==> src/rtl/dmareg_pkg.sv <==
package dmareg_pkg;
  localparam int unsigned BYTE_W = 8;
  localparam int unsigned SEL_W  = 4;

  typedef enum logic [SEL_W-1:0] {
    SEL_CMD_STAT = 4'd8,
    SEL_REQ_CMD  = 4'd9,
    SEL_MASK_ONE = 4'd10,
    SEL_MODE     = 4'd11,
    SEL_PTR_CLR  = 4'd12,
    SEL_MCLR_TMP = 4'd13,
    SEL_MASK_CLR = 4'd14,
    SEL_MASK_ALL = 4'd15
  } reg_sel_e;

  typedef struct packed {
    logic              wr;
    logic              rd_end;
    logic [SEL_W-1:0]  sel;
    logic [BYTE_W-1:0] data;
  } acc_t;
endpackage

==> src/rtl/dmareg_strobe.sv <==
module dmareg_strobe
  import dmareg_pkg::*;
(
  input  logic              clk,
  input  logic              rst,
  input  logic              cs_n,
  input  logic              rd_n,
  input  logic              wr_n,
  input  logic [SEL_W-1:0]  addr,
  input  logic [BYTE_W-1:0] din,
  output acc_t              acc,
  output logic              rd_act
);
  logic wr_act, rd_q, wr_q;
  logic [SEL_W-1:0] rsel_q;

  assign rd_act = !cs_n && !rd_n && wr_n;
  assign wr_act = !cs_n && !wr_n && rd_n;

  always_ff @(posedge clk) begin
    if (rst) begin
      rd_q   <= 1'b0;
      wr_q   <= 1'b0;
      rsel_q <= '0;
    end else begin
      rd_q <= rd_act;
      wr_q <= wr_act;
      if (rd_act) rsel_q <= addr;
    end
  end

  always_comb begin
    acc.wr     = wr_act && !wr_q;
    acc.rd_end = rd_q && !rd_act;
    acc.sel    = acc.wr ? addr : rsel_q;
    acc.data   = din;
  end
endmodule

==> src/rtl/dmareg_ctrl.sv <==
module dmareg_ctrl
  import dmareg_pkg::*;
#(
  parameter int unsigned NCH = 4
) (
  input  logic              clk,
  input  logic              rst,
  input  acc_t              acc,
  output logic              bptr,
  output logic [BYTE_W-1:0] cmd,
  output logic [NCH-1:0]    req,
  output logic [NCH-1:0]    mask,
  output logic [$clog2(NCH)-1:0] mode_cnt,
  output logic [BYTE_W-3:0] mode_sel
);
  localparam int unsigned CHW  = $clog2(NCH);
  localparam int unsigned MDW  = BYTE_W - 2;

  logic [MDW-1:0] mode_q [NCH];
  logic           chan_acc, mclr;
  logic [CHW-1:0] tgt;

  assign chan_acc = (acc.wr || acc.rd_end) && !acc.sel[SEL_W-1];
  assign mclr     = acc.wr && (acc.sel == SEL_MCLR_TMP);
  assign tgt      = acc.data[CHW-1:0];
  assign mode_sel = mode_q[mode_cnt];

  always_ff @(posedge clk) begin
    if (rst || mclr) begin
      cmd      <= '0;
      req      <= '0;
      mask     <= '1;
      mode_cnt <= '0;
      bptr     <= 1'b0;
    end else begin
      if (chan_acc) bptr <= !bptr;
      if (acc.wr) begin
        case (reg_sel_e'(acc.sel))
          SEL_CMD_STAT: cmd            <= acc.data;
          SEL_REQ_CMD:  req[tgt]       <= acc.data[2];
          SEL_MASK_ONE: mask[tgt]      <= acc.data[2];
          SEL_MODE:     mode_cnt       <= mode_cnt + 1'b1;
          SEL_PTR_CLR:  bptr           <= 1'b0;
          SEL_MASK_CLR: mask           <= '0;
          SEL_MASK_ALL: mask           <= acc.data[NCH-1:0];
          default: ;
        endcase
      end
    end
  end

  generate
    for (genvar c = 0; c < NCH; c++) begin : g_mode
      always_ff @(posedge clk) begin
        if (rst) mode_q[c] <= '0;
        else if (acc.wr && acc.sel == SEL_MODE && tgt == CHW'(c))
          mode_q[c] <= acc.data[BYTE_W-1:2];
      end
    end
  endgenerate
endmodule

==> src/rtl/dmareg_bank.sv <==
module dmareg_bank
  import dmareg_pkg::*;
#(
  parameter int unsigned NCH = 4,
  parameter int unsigned CW  = 16
) (
  input  logic              clk,
  input  logic              rst,
  input  acc_t              acc,
  input  logic              bptr,
  input  logic [SEL_W-1:0]  rsel,
  output logic [BYTE_W-1:0] rbyte,
  output logic [NCH*CW-1:0] base_a_flat,
  output logic [NCH*CW-1:0] cur_a_flat,
  output logic [NCH*CW-1:0] base_c_flat,
  output logic [NCH*CW-1:0] cur_c_flat
);
  localparam int unsigned CHW = $clog2(NCH);

  logic [CW-1:0] cur_a [NCH];
  logic [CW-1:0] cur_c [NCH];
  logic [CW-1:0] sel_word;

  generate
    for (genvar c = 0; c < NCH; c++) begin : g_ch
      logic [CW-1:0] base_a, base_c;
      logic hit_a, hit_c;
      assign hit_a = acc.wr && !acc.sel[SEL_W-1] && acc.sel[CHW:1] == CHW'(c) && !acc.sel[0];
      assign hit_c = acc.wr && !acc.sel[SEL_W-1] && acc.sel[CHW:1] == CHW'(c) &&  acc.sel[0];

      always_ff @(posedge clk) begin
        if (rst) begin
          base_a <= '0;
          base_c <= '0;
        end else begin
          if (hit_a) begin
            if (bptr) base_a[CW-1:BYTE_W] <= acc.data;
            else      base_a[BYTE_W-1:0]  <= acc.data;
          end
          if (hit_c) begin
            if (bptr) base_c[CW-1:BYTE_W] <= acc.data;
            else      base_c[BYTE_W-1:0]  <= acc.data;
          end
        end
      end

      always_ff @(posedge clk) begin
        if (rst) begin
          cur_a[c] <= '0;
          cur_c[c] <= '0;
        end else begin
          if (hit_a) begin
            if (bptr) cur_a[c][CW-1:BYTE_W] <= acc.data;
            else      cur_a[c][BYTE_W-1:0]  <= acc.data;
          end
          if (hit_c) begin
            if (bptr) cur_c[c][CW-1:BYTE_W] <= acc.data;
            else      cur_c[c][BYTE_W-1:0]  <= acc.data;
          end
        end
      end

      assign base_a_flat[c*CW +: CW] = base_a;
      assign base_c_flat[c*CW +: CW] = base_c;
      assign cur_a_flat[c*CW +: CW]  = cur_a[c];
      assign cur_c_flat[c*CW +: CW]  = cur_c[c];
    end
  endgenerate

  assign sel_word = rsel[0] ? cur_c[rsel[CHW:1]] : cur_a[rsel[CHW:1]];
  assign rbyte    = bptr ? sel_word[CW-1:BYTE_W] : sel_word[BYTE_W-1:0];
endmodule

==> src/rtl/dmareg_port.sv <==
module dmareg_port
  import dmareg_pkg::*;
#(
  parameter int unsigned NCH = 4,
  parameter int unsigned CW  = 16
) (
  input  logic              clk,
  input  logic              rst,
  input  logic              cs_n,
  input  logic              rd_n,
  input  logic              wr_n,
  input  logic [SEL_W-1:0]  addr,
  input  logic [BYTE_W-1:0] din,
  output logic [BYTE_W-1:0] dout,
  output logic              dout_oe
);
  localparam int unsigned CHW = $clog2(NCH);

  acc_t acc;
  logic rd_act, bptr_q;
  logic wr_ev, rd_end_ev;
  logic [SEL_W-1:0] ev_sel;
  logic [BYTE_W-1:0] cmd_q, chan_byte, rmux;
  logic [NCH-1:0] req_q, mask_q;
  logic [CHW-1:0] mode_cnt_q;
  logic [BYTE_W-3:0] mode_sel;
  logic [NCH*CW-1:0] base_a_flat, cur_a_flat, base_c_flat, cur_c_flat;

  dmareg_strobe u_strobe (
    .clk(clk), .rst(rst), .cs_n(cs_n), .rd_n(rd_n), .wr_n(wr_n),
    .addr(addr), .din(din), .acc(acc), .rd_act(rd_act)
  );

  dmareg_ctrl #(.NCH(NCH)) u_ctrl (
    .clk(clk), .rst(rst), .acc(acc), .bptr(bptr_q), .cmd(cmd_q),
    .req(req_q), .mask(mask_q), .mode_cnt(mode_cnt_q), .mode_sel(mode_sel)
  );

  dmareg_bank #(.NCH(NCH), .CW(CW)) u_bank (
    .clk(clk), .rst(rst), .acc(acc), .bptr(bptr_q), .rsel(addr),
    .rbyte(chan_byte), .base_a_flat(base_a_flat), .cur_a_flat(cur_a_flat),
    .base_c_flat(base_c_flat), .cur_c_flat(cur_c_flat)
  );

  assign wr_ev     = acc.wr;
  assign rd_end_ev = acc.rd_end;
  assign ev_sel    = acc.sel;

  always_comb begin
    rmux = '0;
    if (!addr[SEL_W-1]) rmux = chan_byte;
    else begin
      case (reg_sel_e'(addr))
        SEL_CMD_STAT: rmux = {req_q, {(BYTE_W-NCH){1'b0}}};
        SEL_REQ_CMD:  rmux = cmd_q;
        SEL_MODE:     rmux = {mode_sel, mode_cnt_q};
        SEL_MASK_ALL: rmux = {{(BYTE_W-NCH){1'b0}}, mask_q};
        default:      rmux = '0;
      endcase
    end
  end

  assign dout_oe = rd_act;
  assign dout    = rd_act ? rmux : '0;
endmodule

==> config.mk <==
export PLATFORM = sky130hd
export DESIGN_NAME = dmareg_port
export DESIGN_NICKNAME = d
export VERILOG_FILES = /design/src/rtl/dmareg_pkg.sv /design/src/rtl/dmareg_strobe.sv /design/src/rtl/dmareg_ctrl.sv /design/src/rtl/dmareg_bank.sv /design/src/rtl/dmareg_port.sv
export SDC_FILE = /design/constraint.sdc
export NUM_CORES = 1
export LEC_CHECK = 0
export ABC_CLOCK_PERIOD_IN_PS = 4600
export BUFFER_PORTS_ARGS = -buffer_cell sky130_fd_sc_hd__buf_2
export CAP_MARGIN = 0
export CORE_AREA = 3 3 152 154
export DETAILED_ROUTE_END_ITERATION = 10
export DIE_AREA = 0 0 155 157
export GPL_ROUTABILITY_DRIVEN = 0
export SYNTH_ARGS = -nofsm -noshare
export SYNTH_HDL_FRONTEND = slang
export SYNTH_SLANG_ARGS = --single-unit
==> constraint.sdc <==
create_clock -name clk -period 4.6 [get_ports clk]
set_input_delay 0.92 -clock clk [delete_from_list [all_inputs] [get_ports clk]]
set_output_delay 0.92 -clock clk [all_outputs]
set_load 0.005 [all_outputs]
; After elaboration in Yosys (flattened, before gate mapping)
; Memories as Yosys holds them, arrays and structs flattened. A register that Yosys moved wholly into a read port is not among the register bits.
; Cells that the tools add are included.
[op_classes]
n_bitwise = 20
n_reduce_logical = 44
addsub = 1
n_eq_ne = 18
mux = 100
n_lt_le_gt_ge = 2
[op_table]
columns = operator, n
row1 = 8-bit two-way mux, 19
row2 = 1-bit two-way mux, 68
row3 = "4-bit == test, second input constant", 12
row4 = 8-bit case mux with 4 select lines, 1
row5 = 1-bit logical AND, 27
row6 = 6-bit two-way mux, 4
row7 = 1-bit bitwise OR, 20
row8 = 16-bit two-way mux, 1
row9 = 4-bit case mux with 3 select lines, 1
row10 = 4-bit bitwise mux, 2
row11 = "2-bit == test, second input constant", 4
row12 = 1-bit zero test, 8
row13 = 2-bit AND reduction, 4
row14 = "2-bit by 1-bit == test with 1-bit output, second input constant", 2
row15 = 2-bit zero test, 2
row16 = 2-bit two-way mux, 2
row17 = 4-bit two-way mux, 1
row18 = "2-bit by 3-bit less-than comparator with 1-bit output, second input constant", 1
row19 = 3-bit nonzero test, 1
row20 = "2-bit by 1-bit adder with 2-bit output, second input constant", 1
row21 = 1-bit demux with 2-bit select, 1
row22 = "2-bit by 1-bit greater-or-equal comparator with 1-bit output, second input constant", 1
row23 = 1-bit logical OR, 2
[word_totals]
mem_bits_rw = 152
n_memories = 3
input_bits = 17
wordCells = 196
out_inout_bits = 9
regBits = 25
[memory_table]
columns = memory, words, width, read_ports, rd_ports_with_merged_regs, write_ports, line
row1 = u_bank.cur_a, 4, 16, 1, 0, 4, dmareg_bank.sv:20  ; logic [CW-1:0] cur_a [NCH];
row2 = u_bank.cur_c, 4, 16, 1, 0, 4, dmareg_bank.sv:21  ; logic [CW-1:0] cur_c [NCH];
row3 = u_ctrl.mode_q, 4, 6, 1, 1, 4, dmareg_ctrl.sv:19  ; logic [MDW-1:0] mode_q [NCH];

; Depth between registers and ports, before layout
[logic_depth]
depth_word = 13
depth_mapped = 9
mapped_depth_nobuf = 5

; Hierarchy
; A second synthesis with hierarchy kept.
[unflattened]
cells_unflattened = 965
area_unflattened_um2 = 12818.5
[by_module_without_submodules]
columns = mod, seq_area_each_um2, area_per_inst_um2, cells_each, instances
row1 = dmareg_bank, 6406.1, 10112.2, 728, 1
row2 = dmareg_ctrl, 1141.1, 2028.2, 166, 1
row3 = dmareg_strobe, 120.1, 381.6, 36, 1
row4 = dmareg_port, 0.0, 296.5, 35, 1

; Worst setup path after synthesis
; Ideal clock, no wire load.
[synth_timing]
path_type = input to output
start = input addr[2]
end = output dout[0]
required_time_ps = 3680
path_buffers = 4
path_stages = 8
path_slack_ps = 1318
t_arrival_ps = 2362
path_cell_list = clkbuf_1 -> clkbuf_1 -> buf_2 -> clkbuf_1 -> nand3b_1 -> nand2_1 -> o21ai_0 -> o31ai_1
[synth_via]
elab_chain_len = 5
elab_cells_between_ends = 11
cone_classes = 4 x eq/ne / 5 x mux / 2 x memory
[synth_rtl]
columns = element, line
row1 = "start, declared", dmareg_port.sv:12  ; input logic [SEL_W-1:0] addr,
row2 = "memory 4 x 16 bit, on equally long branches", n/a
row3 = 16-bit two-way mux, dmareg_bank.sv:70  ; assign sel_word = rsel[0] ? cur_c[rsel[CHW:1]] : cur_a[rsel[CHW:1]];
row4 = 8-bit two-way mux, dmareg_bank.sv:71  ; assign rbyte = bptr ? sel_word[CW-1:BYTE_W] : sel_word[BYTE_W-1:0];
row5 = 8-bit two-way mux *, dmareg_port.sv:51  ; if (!addr[SEL_W-1]) rmux = chan_byte;
row6 = 8-bit two-way mux *, dmareg_port.sv:64  ; assign dout = rd_act ? rmux : '0;
row7 = "end, declared", dmareg_port.sv:14  ; output logic [BYTE_W-1:0] dout,
; Mark *: on every way between the ends. The rest lies on a longest branch, timed or not.

; Final worst setup path
[layout_timing]
start = register u_ctrl.bptr
end = output dout[3]
[layout_via]
elab_chain_len = 3
[layout_rtl]
columns = element, line
row1 = "start, declared", dmareg_ctrl.sv:9  ; output logic bptr,
row2 = "start signal, assigned", dmareg_ctrl.sv:36  ; if (chan_acc) bptr <= !bptr;
row3 = 8-bit two-way mux, dmareg_bank.sv:71
row4 = 8-bit two-way mux, dmareg_port.sv:51
row5 = 8-bit two-way mux, dmareg_port.sv:64
; No other way between the ends.

==> results.tsv <==
stage	metric	value	unit
status	outcome	completed	
synthesis	synth cell count leaders	152 x edfxtp_1, 133 x and2_1, 37 x clkbuf_1, 35 x mux2i_1, 35 x nand2_1	
synthesis	top-count cell post-synth	edfxtp_1	
clocking	root buffer cell	clkbuf_16	
global_routing	total grt overflow	0	
route	TritonRoute pass-1 iters	5	
layout	Final nets	704	
route	DR vias/cell	5.73	
synthesis	dominant cell type by area after synthesis	edfxtp_1	
sta	final slew viol count	0	
run	Max-Cap Viols	0	
critical_path	max incr delay on CP	0.95	ns
synthesis	Synth top area share	52.1	%
layout	Fillers	1951	
synthesis	Mapped Cells	683	
critical_path	Worst path top cell family by delay	compound AO/OA/AOI/OAI gates	
min_path	worst hold path type	flop to flop	
clocking	Clock Path Buffers	2	
critical_path	Buf+Inv Stages, Crit Path	1	
sta	Final Cycle Share	82.7	%
synthesis	Netlist cell types	58	
die	# IOs	26	
sta	Least-Margin Pin Slew	1.04	ns
synthesis	asr flop ratio synth	0	%
clocking	post-CTS setup buffer count	0	
die	row cnt	54	
die	die height	157	um
critical_path	CP required	3.68	ns
die	Initial Util	40.1	%
sta	RSZ-0062 raised after global routing	false	
die	die area	24300	sq um
global_routing	vias in the first global route	5740	
critical_path	Worst Path Arrival	2.88	ns
clocking	post-cts repair resize count	0	
sta	Worst Skew	0.00708	ns
power_and_ir_drop	Leak	0.00347	uW
critical_path	Worst Path Class, Setup	flop to primary output	
global_routing	largest net degree at the start of global routing	47	
synthesis	Synthesized Nets	700	
sta	endpoints failing hold	0	
route	vias post-DR	5614	
global_routing	initial antenna violation count	0	
sta	Slew headroom	30.5	%
synthesis	synthesized area	8760	sq um
synthesis	most area-consuming cells after synthesis	edfxtp_1 52%, and2_1 9.5%, mux4_2 8.0%, dfxtp_1 6.2%, mux2i_1 4.0%	
route	DRC viols	0	
critical_path	slowest CP cell	dfxtp_1	
clocking	cts bufs inserted	17	
route	Iteration-0 DRC Markers	585	
layout	fraction of layout cells with a size suffix above 1	19.0	%
power_and_ir_drop	VDD IR-drop max	191	uV
sta	FMAX	0.263	GHz
sta	fin crit period	3.80	ns
synthesis	Yosys warning total	0	
critical_path	crit path cell chain	nand2b_1 -> a2111oi_0 -> a21oi_1 -> o21ai_0 -> a211oi_1 -> buf_2	
layout	Final Cell Area	9760	sq um
sta	final setup fails	0	
synthesis	Synth Register Bits	179	
route	WL per Instance	23.4	um
layout	multi-input logic area	3400	sq um
sta	Final TNS setup	0	ns
clocking	CTS tree	built	
layout	Ant. Diodes	0	
route	routed wire length	23000	um
critical_path	startpoint types	flop	
power_and_ir_drop	Power Dens Cells	373	nW/um^2
route	post-route ant nets	0	
place	IO Port Bufs	25	
place	Post-DP Area	9130	sq um
die	area of the core	21800	sq um
clocking	Clock Sinks	179	
clocking	hold bufs inserted after CTS	0	
clocking	Max H-tree Level	4	
die	Chip Width	155	um
synthesis	post-synthesis sequential area ratio	58.3	%
global_routing	first-pass GRT wire length	35400	um
synthesis	prevailing post-synth register cell	edfxtp_1	
synthesis	Post-synth EDFFs	152	
clocking	worst skew pair latency	0.43	ns
synthesis	synthesized area per cell	12.8	sq um
critical_path	CP endpoint kind	primary output	
critical_path	Max Fanout on Critical Path	18	
layout	synth-to-layout area growth	11.5	%
layout	register area	5100	sq um
global_routing	gr usage total	19.5	%
place	dpl hpwl	15500	um
clocking	Clk pin slew, worst setup/hold paths	0.07	ns
==> sequential cells by signal (all words and copies together) (netlist names), 2 cells and up, named ones only <==
register / cells
u_ctrl.mask: 4
u_bank.cur_a: 64
u_ctrl.mode_q: 24
u_strobe.rsel_q: 4
u_ctrl.req: 4
u_bank.cur_c: 64
u_ctrl.cmd: 8
u_ctrl.mode_cnt: 2
==> area by class of cell <==
class	instances	share of cell area, %
multi-input combinational	441	34.8
clock buffer	17	4.36
clock inverter	15	2.11
inverter	5	0.192
sequential	179	52.3
timing repair buffer	43	2.69
tap	280	3.59
==> worst register-to-register path: stages (launching register included) <==
cell and delay, ns:
dfxtp_1 0.95, nor2b_1 0.44, nand2_1 0.46, o21bai_1 0.76
==> logic make-up (layout without fill, tap and decap cells) <==
logic type,count (synthesis),count (layout),share of synthesized area [%]
simple gates,287,287,19.5
buf+inv,63,80,2.97
compound gates,81,81,6.47
mux,70,70,12.5
xor+xnor,3,3,0.300
flops,179,179,58.3
==> path summary, 6_finish.rpt <==
path / start / end / slack [ns] / depth (start not counted)
worst max register to register: u_ctrl.bptr / u_bank.cur_c[2][11] / 1.62 / 3
worst min-delay path: u_strobe.rsel_q[0] / u_strobe.rsel_q[0] / 0.46 / 2
worst min register to register: u_strobe.rsel_q[0] / u_strobe.rsel_q[0] / 0.46 / 2
worst max-delay path: u_ctrl.bptr / dout[3] / 0.80 / 6
==> metrics by stage <==
step                hold slack [ns]  power (uW)  utilization (%)  worst slack, ns  std cells
floorplan                     0.436        2020                -             1.32        683
global placement              0.444        2110             41.8            0.798        948
detailed placement            0.451        2120             41.8            0.793        948
CTS                           0.461        3650             44.7            0.811        980
global route                  0.497        3750             44.7            0.640        980
finish                        0.465        3640             44.7            0.796        980
==> routing by layer <==
layer  vias up  track usage, %  routed length [um]
li1       2530               -                   -
met1      2815            26.3                9910
met2       236            30.8               10600
met3        33            5.47                1900
met4         0            6.27                 536
met5         -               0                   0
==> placed cells by master (no fill, tap or decap), drive strengths merged, types with 2 or more instances in the layout <==
cell and instances:
edfxtp 152, and2 133, buf 43, nand2 37
nor2 37, mux2i 35, mux4 31, dfxtp 27
nor3 27, o21bai 20, clkbuf 17, a21oi 13
nor4 13, nand3 10, nor2b 9, o21ai 9
nand2b 9, clkinv 9, inv 6, o31ai 5
o32ai 5, a31oi 4, a211oi 4, o2111ai 4
bufinv 4, mux2 4, a22oi 3, a2111oi 3
o22ai 3, xnor2 3, nand3b 2, nand4 2
nor4b 2
==> power breakdown <==
part           total [uW]  switching [uW]  leakage, uW  internal (uW)
logic                 263             175      0.00136           87.5
registers            1820            22.7      0.00180           1800
clock network        1560             643     0.000309            915
total                3640             841      0.00347           2800
Note: power is estimated with default switching activity, not from simulation.
